**src/rtl/hbi_pkg.sv**
```systemverilog
package hbi_pkg;
  localparam int HBI_AW = 8;
  localparam int HBI_DW = 16;
  localparam int HBI_WW = HBI_AW - 1;
  localparam logic [HBI_WW-1:0] MASK_WORD = 7'd8;
  localparam logic [HBI_WW-1:0] STAT_WORD = 7'd9;

  typedef struct packed {
    logic              cs_n;
    logic              rd_n;
    logic              wr_n;
    logic              ds_n;
    logic              rnw;
    logic              ale;
    logic              byte_mode;
    logic              ds_style;
    logic              mux;
    logic [HBI_AW-1:0] addr;
    logic [HBI_DW-1:0] din;
  } bus_samp_t;

  localparam bus_samp_t SAMP_IDLE = '{cs_n: 1'b1, rd_n: 1'b1, wr_n: 1'b1,
                                      ds_n: 1'b1, rnw: 1'b1, ale: 1'b0,
                                      byte_mode: 1'b0, ds_style: 1'b0, mux: 1'b0,
                                      addr: '0, din: '0};
endpackage

```
**src/rtl/hbi_sync.sv**
```systemverilog
module hbi_sync
  import hbi_pkg::*;
#(
  parameter int STAGES = 2
) (
  input  logic      clk,
  input  logic      rst,
  input  bus_samp_t d,
  output bus_samp_t q
);
  bus_samp_t pipe [STAGES];

  for (genvar g = 0; g < STAGES; g++) begin : g_stage
    if (g == 0) begin : g_first
      always_ff @(posedge clk) begin
        if (rst) pipe[g] <= SAMP_IDLE;
        else     pipe[g] <= d;
      end
    end else begin : g_next
      always_ff @(posedge clk) begin
        if (rst) pipe[g] <= SAMP_IDLE;
        else     pipe[g] <= pipe[g-1];
      end
    end
  end

  assign q = pipe[STAGES-1];
endmodule

```
**src/rtl/hbi_decode.sv**
```systemverilog
module hbi_decode
  import hbi_pkg::*;
(
  input  logic              clk,
  input  logic              rst,
  input  bus_samp_t         s,
  output logic [HBI_AW-1:0] addr_lat,
  output logic              rd_act,
  output logic              wr_pulse,
  output logic [HBI_AW-1:0] waddr_q,
  output logic [HBI_DW-1:0] wdata_q
);
  logic wr_lvl, wr_act, wr_act_q;

  // Address capture: follows the source while open, holds otherwise
  always_ff @(posedge clk) begin
    if (rst)
      addr_lat <= '0;
    else if (!s.mux)
      addr_lat <= s.addr;
    else if (s.ale)
      addr_lat <= s.din[HBI_AW-1:0];
  end

  always_comb begin
    if (s.ds_style) begin
      rd_act = !s.cs_n && !s.ds_n && s.rnw;
      wr_lvl = !s.ds_n && !s.rnw;
    end else begin
      rd_act = !s.cs_n && !s.rd_n;
      wr_lvl = !s.wr_n;
    end
    wr_act = !s.cs_n && wr_lvl;
  end

  always_ff @(posedge clk) begin
    if (rst) begin
      wr_act_q <= 1'b0;
      waddr_q  <= '0;
      wdata_q  <= '0;
    end else begin
      wr_act_q <= wr_act;
      if (wr_act) begin
        waddr_q <= addr_lat;
        wdata_q <= s.din;
      end
    end
  end

  // One pulse when the write strobe (or the selected access) ends
  assign wr_pulse = wr_act_q && !wr_act;

  AST_WR_SINGLE: assert property (@(posedge clk) disable iff (rst)
    wr_pulse |=> !wr_pulse);
  AST_WR_NEEDS_CS: assert property (@(posedge clk) disable iff (rst)
    wr_pulse |-> $past(!s.cs_n));
endmodule

```
**src/rtl/hbi_regbank.sv**
```systemverilog
module hbi_regbank
  import hbi_pkg::*;
#(
  parameter int NSCR = 4,
  parameter int NEVT = 16
) (
  input  logic              clk,
  input  logic              rst,
  input  logic              wr,
  input  logic [HBI_WW-1:0] wr_word,
  input  logic              wr_lane,
  input  logic              wr_byte,
  input  logic [HBI_DW-1:0] wr_data,
  input  logic [HBI_WW-1:0] rd_word,
  output logic [HBI_DW-1:0] rd_data,
  input  logic [NEVT-1:0]   evt_src,
  output logic              irq_n
);
  logic [HBI_DW-1:0] scr [NSCR];
  logic [HBI_DW-1:0] mask_q;
  logic              rd_mapped;

  function automatic logic [HBI_DW-1:0] merge(input logic [HBI_DW-1:0] old,
                                              input logic [HBI_DW-1:0] d,
                                              input logic byte_m, input logic lane);
    logic [HBI_DW-1:0] r;
    r = old;
    if (!byte_m)   r = d;
    else if (lane) r[HBI_DW-1:HBI_DW/2] = d[HBI_DW/2-1:0];
    else           r[HBI_DW/2-1:0]      = d[HBI_DW/2-1:0];
    return r;
  endfunction

  for (genvar i = 0; i < NSCR; i++) begin : g_scr
    always_ff @(posedge clk) begin
      if (rst)
        scr[i] <= '0;
      else if (wr && wr_word == HBI_WW'(i))
        scr[i] <= merge(scr[i], wr_data, wr_byte, wr_lane);
    end
  end

  always_ff @(posedge clk) begin
    if (rst)
      mask_q <= '0;
    else if (wr && wr_word == MASK_WORD)
      mask_q <= merge(mask_q, wr_data, wr_byte, wr_lane);
  end

  always_comb begin
    rd_data   = '0;
    rd_mapped = 1'b0;
    for (int i = 0; i < NSCR; i++) begin
      if (rd_word == HBI_WW'(i)) begin
        rd_data   = scr[i];
        rd_mapped = 1'b1;
      end
    end
    if (rd_word == MASK_WORD) begin
      rd_data   = mask_q;
      rd_mapped = 1'b1;
    end
    if (rd_word == STAT_WORD) begin
      rd_data   = HBI_DW'(evt_src);
      rd_mapped = 1'b1;
    end
  end

  always_ff @(posedge clk) begin
    if (rst) irq_n <= 1'b1;
    else     irq_n <= ~|(evt_src & mask_q[NEVT-1:0]);
  end

  AST_UNMAPPED_ZERO: assert property (@(posedge clk) disable iff (rst)
    !rd_mapped |-> rd_data == '0);
  AST_IRQ_RELEASE: assert property (@(posedge clk) disable iff (rst)
    $rose(irq_n) |-> $past(~|(evt_src & mask_q[NEVT-1:0])));
endmodule

```
**src/rtl/hostbus_if.sv**
```systemverilog
module hostbus_if
  import hbi_pkg::*;
#(
  parameter int SYNC_STAGES = 2,
  parameter int NSCR        = 4,
  parameter int NEVT        = 16
) (
  input  logic              clk,
  input  logic              rst,
  input  logic              cfg_byte_mode,
  input  logic              cfg_ds_style,
  input  logic              cfg_mux_addr,
  input  logic              bus_cs_n,
  input  logic              bus_rd_n,
  input  logic              bus_wr_n,
  input  logic              bus_ds_n,
  input  logic              bus_rnw,
  input  logic              bus_ale,
  input  logic [HBI_AW-1:0] bus_addr,
  input  logic [HBI_DW-1:0] bus_din,
  output logic [HBI_DW-1:0] bus_dout,
  output logic              bus_doe_lo,
  output logic              bus_doe_hi,
  input  logic [NEVT-1:0]   evt_src,
  output logic              irq_n,
  output logic              reg_wr,
  output logic              reg_rd,
  output logic [HBI_WW-1:0] reg_word
);
  localparam int HALF = HBI_DW / 2;

  bus_samp_t         raw, s;
  logic [HBI_AW-1:0] addr_lat, waddr_q;
  logic [HBI_DW-1:0] wdata_q, rword, rsel, wr_data_r;
  logic              rd_act, rd_act_q, wr_pulse, wr_lane_r, wr_byte_r;

  assign raw = '{cs_n: bus_cs_n, rd_n: bus_rd_n, wr_n: bus_wr_n, ds_n: bus_ds_n,
                 rnw: bus_rnw, ale: bus_ale, byte_mode: cfg_byte_mode,
                 ds_style: cfg_ds_style, mux: cfg_mux_addr,
                 addr: bus_addr, din: bus_din};

  hbi_sync #(.STAGES(SYNC_STAGES)) u_sync (.clk(clk), .rst(rst), .d(raw), .q(s));

  hbi_decode u_dec (
    .clk(clk), .rst(rst), .s(s), .addr_lat(addr_lat), .rd_act(rd_act),
    .wr_pulse(wr_pulse), .waddr_q(waddr_q), .wdata_q(wdata_q)
  );

  always_ff @(posedge clk) begin
    if (rst) begin
      reg_wr    <= 1'b0;
      reg_word  <= '0;
      wr_lane_r <= 1'b0;
      wr_byte_r <= 1'b0;
      wr_data_r <= '0;
    end else begin
      reg_wr <= wr_pulse;
      if (wr_pulse) begin
        reg_word  <= waddr_q[HBI_AW-1:1];
        wr_lane_r <= waddr_q[0];
        wr_byte_r <= s.byte_mode;
        wr_data_r <= wdata_q;
      end
    end
  end

  hbi_regbank #(.NSCR(NSCR), .NEVT(NEVT)) u_bank (
    .clk(clk), .rst(rst), .wr(reg_wr), .wr_word(reg_word), .wr_lane(wr_lane_r),
    .wr_byte(wr_byte_r), .wr_data(wr_data_r), .rd_word(addr_lat[HBI_AW-1:1]),
    .rd_data(rword), .evt_src(evt_src), .irq_n(irq_n)
  );

  always_comb begin
    if (!s.byte_mode)     rsel = rword;
    else if (addr_lat[0]) rsel = {{HALF{1'b0}}, rword[HBI_DW-1:HALF]};
    else                  rsel = {{HALF{1'b0}}, rword[HALF-1:0]};
  end

  always_ff @(posedge clk) begin
    if (rst) begin
      rd_act_q   <= 1'b0;
      reg_rd     <= 1'b0;
      bus_dout   <= '0;
      bus_doe_lo <= 1'b0;
      bus_doe_hi <= 1'b0;
    end else begin
      rd_act_q   <= rd_act;
      reg_rd     <= rd_act && !rd_act_q;
      bus_dout   <= rd_act ? rsel : '0;
      bus_doe_lo <= rd_act;
      bus_doe_hi <= rd_act && !s.byte_mode;
    end
  end

  AST_HI_QUIET_BYTE: assert property (@(posedge clk) disable iff (rst)
    $past(s.byte_mode) |-> !bus_doe_hi);
  AST_OE_NEEDS_CS: assert property (@(posedge clk) disable iff (rst)
    bus_doe_lo |-> $past(!s.cs_n));
  AST_DOUT_QUIET: assert property (@(posedge clk) disable iff (rst)
    !bus_doe_lo |-> bus_dout == '0);
  AST_RD_SINGLE: assert property (@(posedge clk) disable iff (rst)
    reg_rd |=> !reg_rd);
endmodule

```
**config.mk**
```make
export PLATFORM = sky130hd
export DESIGN_NAME = hostbus_if
export DESIGN_NICKNAME = d
export VERILOG_FILES = /design/src/rtl/hbi_pkg.sv /design/src/rtl/hbi_sync.sv /design/src/rtl/hbi_decode.sv /design/src/rtl/hbi_regbank.sv /design/src/rtl/hostbus_if.sv
export SDC_FILE = /design/constraint.sdc
export NUM_CORES = 1
export LEC_CHECK = 0
export BUFFER_PORTS_ARGS = -buffer_cell sky130_fd_sc_hd__clkbuf_2
export CAP_MARGIN = 15
export CORE_UTILIZATION = 45
export DETAILED_ROUTE_END_ITERATION = 6
export GPL_ROUTABILITY_DRIVEN = 0
export PLACE_DENSITY = 0.66
export SLEW_MARGIN = 0
export SYNTH_ARGS = -nofsm -noshare
export SYNTH_HDL_FRONTEND = slang
export SYNTH_SLANG_ARGS = --single-unit
```
**constraint.sdc**
```tcl
create_clock -name clk -period 2.43 [get_ports clk]
set_input_delay 0.3645 -clock clk [delete_from_list [all_inputs] [get_ports clk]]
set_output_delay 0.3645 -clock clk [all_outputs]
set_load 0.01 [all_outputs]
```
# Word level (Yosys, flattened, before mapping)
# Memory sizes are Yosys's and may differ from the RTL's.
# Index checks and enable logic that the tools add are counted.
dict set report totals {
  register_bits 95
  latch_bits 0
  ramBits 130
  romBits 0
  in_bits 51
  out_inout_bits 28
  word_cells 122
  memories 2
}
dict set report op_classes {
  addsub 0
  mul 0
  div_mod_pow 0
  n_lt_le_gt_ge 0
  n_eq_ne 12
  n_shift 0
  muxes 56
  n_bitwise 8
  n_reduce_logical 28
}
# memory words width read_ports rd_ports_with_merged_regs wr line_no
set mem_list {}
lappend mem_list {u_sync.pipe 2 33 2 0 2 hbi_sync.sv:11} ;# bus_samp_t pipe [STAGES];
lappend mem_list {u_bank.scr 4 16 4 0 4 hbi_regbank.sv:19} ;# logic [HBI_DW-1:0] scr [NSCR];
# op count
set ops {}
lappend ops {{2-to-1 mux 16 bit} 24}
lappend ops {{2-to-1 mux 8 bit} 13}
lappend ops {{2-to-1 mux 33 bit} 2}
lappend ops {{equality test 7 x 2 -> 1 bit, second input constant} 4}
lappend ops {{equality test 7 x 4 -> 1 bit, second input constant} 3}
lappend ops {{2-to-1 mux 1 bit} 17}
lappend ops {{bitwise AND 16 bit} 1}
lappend ops {{OR reduction 16 bit} 1}
lappend ops {{equality test 7 x 1 -> 1 bit, second input constant} 2}
lappend ops {{logical NOT 7 bit} 2}
lappend ops {{logical AND 1 bit} 13}
lappend ops {{logical NOT 1 bit} 9}
lappend ops {{inequality test 2 bit, second input constant} 3}
lappend ops {{bitwise OR 1 bit} 6}
lappend ops {{AND reduction 2 bit} 2}
lappend ops {{OR reduction 2 bit} 1}
lappend ops {{inverter 1 bit} 1}

# Logic depth before layout (Yosys ltp)
dict set report depth {
  word_depth 9
  mapped_depth 7
  mapped_depth_nobuf 4
}

# Modules after synthesis
# A second synthesis with hierarchy kept.
dict set report unflattened {
  hier_cells 739
  hier_area_um2 8916.1
}
# mod n_inst cells_per_inst area_per_inst_um2 seq_area_each_um2
set by_module_without_submodules {}
lappend by_module_without_submodules {hbi_regbank 1 309 4016.4 2262.2}
lappend by_module_without_submodules {hbi_sync 1 139 1781.7 1321.3}
lappend by_module_without_submodules {hostbus_if 1 143 1606.5 900.9}
lappend by_module_without_submodules {hbi_decode 1 148 1511.4 660.6}

# Worst setup path after synthesis
# Ideal clock, no wire load.
dict set report synth_timing {
  path_type {register -> register}
  startpoint {register reg_word[2]}
  endpoint {memory u_bank.scr[0][10], enable pin}
  arrival_ps 1950
  required_time_ps 2055
  slack_ps 105
  path_stages_with_launch 6
  period_less_slack_ps 2325
  cell_sequence {dfxtp_1 > or4b_4 > nor4_4 > buf_2 > nand2_2 > o21bai_1}
}
# item line_no
set synth_lines {}
lappend synth_lines {{from (decl)} hostbus_if.sv:28} ;# output logic [HBI_WW-1:0] reg_word
lappend synth_lines {{from (signal assigned)} hostbus_if.sv:59} ;# reg_word <= waddr_q[HBI_AW-1:1];
lappend synth_lines {{to (decl)} hbi_regbank.sv:19}

==> results.json <==
{
  "period_share": 0.939,
  "clk_latency_ps": 520,
  "synth_edf_count": 64,
  "leakage_nw": 3.79,
  "pre_cts_slack_ps": 156,
  "critical_path_class": "reg -> reg",
  "grt_max_degree": 94,
  "drtAntennaViolNets": 0,
  "synth_area_um2": 8480,
  "fin_area_um2": 9840,
  "ff_latch_area_um2": 5140,
  "netlist_top_cells_area": "dfxtp_1, edfxtp_1, mux2i_1",
  "worst_slack_ps": 149,
  "ys_types": 49,
  "cp-end-kind": "flop",
  "post-route-min-period_ps": 2280,
  "slew_headroom": 0.406,
  "die_h_um": 139,
  "ir_drop_mv": 0.597,
  "root_buffer": "clkbuf_16",
  "ys_ff_latch": 225,
  "coreArea_um2": 18200,
  "multi_input_area_um2": 3110,
  "setup_viol": 0,
  "first_iter_violations": 325,
  "ys_top_cells_by_count": "dfxtp_1, nor2_1, mux2i_1, edfxtp_1, nor2b_1",
  "ys.flop_type": "dfxtp_1",
  "htree_levels": 1,
  "dp_hpwl_um": 12700,
  "pin_count": 79,
  "hold_viol": 0,
  "grt_pass1_wl_um": 28100,
  "path_clk_slew_ps": 60,
  "antenna_found_initial": 0,
  "cts_made_buffers": 23,
  "syn_avg_cell_area_um2": 12.1,
  "row_count": 49,
  "cp_cell_sequence": "or4b_4, nor4_4, buf_4, and3b_1, a21o_1",
  "dr.pass1.iters": 7,
  "grt_usage": 0.185,
  "required_ps": 2620,
  "rsz0062_at_grt": "no",
  "slew_violations": 0,
  "wl_per_cell_um": 17.3,
  "io_buffers": 78,
  "hold_path_class": "in -> reg",
  "synth_warnings": 0,
  "max-cap-violations": 0,
  "drc": 9,
  "finalWirelength_um": 17700,
  "overflow": 0,
  "final_nets": 830,
  "area.growth.synth_to_final_pct": 16.1,
  "start_util": 0.466,
  "fin_skew_ps": 12.7,
  "cpMaxStageDelayCell": "or4b_4",
  "synth.most_common_cell": "dfxtp_1",
  "synth_fp_nets": 753,
  "synthArstFlopShare": 0,
  "slowest_delay_ps": 600,
  "n_fill_cell": 1575,
  "die_area_um2": 19400,
  "vias": 5360,
  "clock_path_buffers": 3,
  "yosys.area.top_type_share": 0.380,
  "yosysSeqAreaShare": 0.607,
  "max_freq_mhz": 438,
  "tightest_slew_ps": 884,
  "antenna-diode-count": 0,
  "fin_tns_setup_ps": 0,
  "violations": "design-rule violations",
  "synth_top_area_cell": "dfxtp_1",
  "grt_pass1_vias": 5097,
  "cp_data_arrival_time_ps": 2470,
  "startpoint_type": "flop",
  "viasPerCell": 5.24,
  "status": "finished with violations",
  "die-width_um": 139,
  "path_max_fanout": 9,
  "clkSinkCount": 225,
  "p_per_area_nw_per_um2": 768,
  "dpl-instance-area_um2": 9130,
  "drive_gt1_frac": 0.227,
  "synth_cells": 702,
  "cts_tree": "done"
}
==> what timing repair did <==
action                                  4_1_cts  5_1_grt
hold buffers                                  0        0
buffers inserted                              0        2
endpoints found under the setup margin        0       15
resized for setup                             0        1
==> cell type report <==
cell class,instances,share of cell area
inverters,6,0.00229
flip-flops and latches,225,0.523
clock buffers,27,0.0622
well taps,229,0.0291
multi-input cells,423,0.316
repair buffers,100,0.0592
clock inverters,13,0.00902
==> sequential cells by signal (all words and copies together), names as in the netlist, 8 cells and up <==
| signal | cells |
|---|---|
| bus_dout | 16 |
| u_dec.waddr_q | 8 |
| u_bank.scr | 64 |
| u_dec.addr_lat | 8 |
| u_bank.mask_q | 16 |
| u_dec.wdata_q | 16 |
| wr_data_r | 16 |
| u_sync.pipe | 66 |
==> worst max-delay path, delay by kind of cell, from the launching register on <==
kind                   cells  cell delay, ps
AOI/OAI and AO/OA          1             340
DFF                        1             330
buffers and inverters      1             180
and+or+nand+nor            3            1110
==> stage by stage <==
stage	utilization	instances	total power, mW	hold WS [ps]
floorplan	-	702	4.28	389
global placement	0.501	981	4.39	395
detailed placement	0.501	981	4.40	394
CTS	0.540	1021	7.65	8.09
global route	0.541	1023	7.81	5.60
finish	0.541	1023	7.56	24.2
==> report_power, final <==
group / internal (mW) / switching (mW) / total [mW]
sequential: 3.95 / 0.0482 / 4.00
combinational: 0.149 / 0.173 / 0.322
clock: 1.82 / 1.42 / 3.24
total: 5.92 / 1.64 / 7.56
==> cell usage in the layout (no fill, tap or decap), drive strengths merged, types with 2 or more instances in the layout <==
cell type  Yosys  layout
dfxtp        161     161
nor2         123     123
clkbuf        27     104
mux2i         81      81
edfxtp        64      64
nor2b         58      58
and2          25      25
buf           21      23
a211oi        20      20
mux4          15      15
or2           12      12
clkinv         0      11
and3          10      10
a22oi          8       8
inv            6       8
nor3b          7       7
nor3           7       7
o21bai         6       6
a2bb2oi        6       6
a221oi         6       6
a21oi          5       5
a2111oi        4       4
and3b          3       3
nand3b         3       3
nor4           3       3
a21o           3       3
or3b           2       2
a22o           2       2
nand2          2       2
o21ai          2       2
==> layer usage <==
| metal | vias to the layer above | global-route usage | part of all wire |
|---|---|---|---|
| met3 | 45 | 0.0403 | 0.067 |
| met2 | 182 | 0.305 | 0.46 |
| met5 | - | 0 | 0 |
| li1 | 2609 | - | - |
| met4 | 0 | 0.0678 | 0.035 |
| met1 | 2524 | 0.239 | 0.44 |
==> worst paths after layout <==
path         depth (start not counted)                  to  slack (ps)               start
max reg2reg                          5    u_bank.scr[2][2]         150         reg_word[2]
min                                  2  u_sync.pipe[0][28]          20             bus_rnw
min reg2reg                          1  u_sync.pipe[1][31]         410  u_sync.pipe[0][31]
max                                  5    u_bank.scr[2][2]         150         reg_word[2]
==> logic make-up (layout without fill, tap and decap cells) <==
| family | count (synthesis) | after routing | share of synthesized area |
|---|---|---|---|
| AOI/OAI and AO/OA | 67 | 67 | 0.0645 |
| DFF | 225 | 225 | 0.607 |
| buffers and inverters | 54 | 146 | 0.0300 |
| and+or+nand+nor | 260 | 260 | 0.163 |
| muxes | 96 | 96 | 0.135 |
Note: power is estimated with default switching activity, not from simulation.
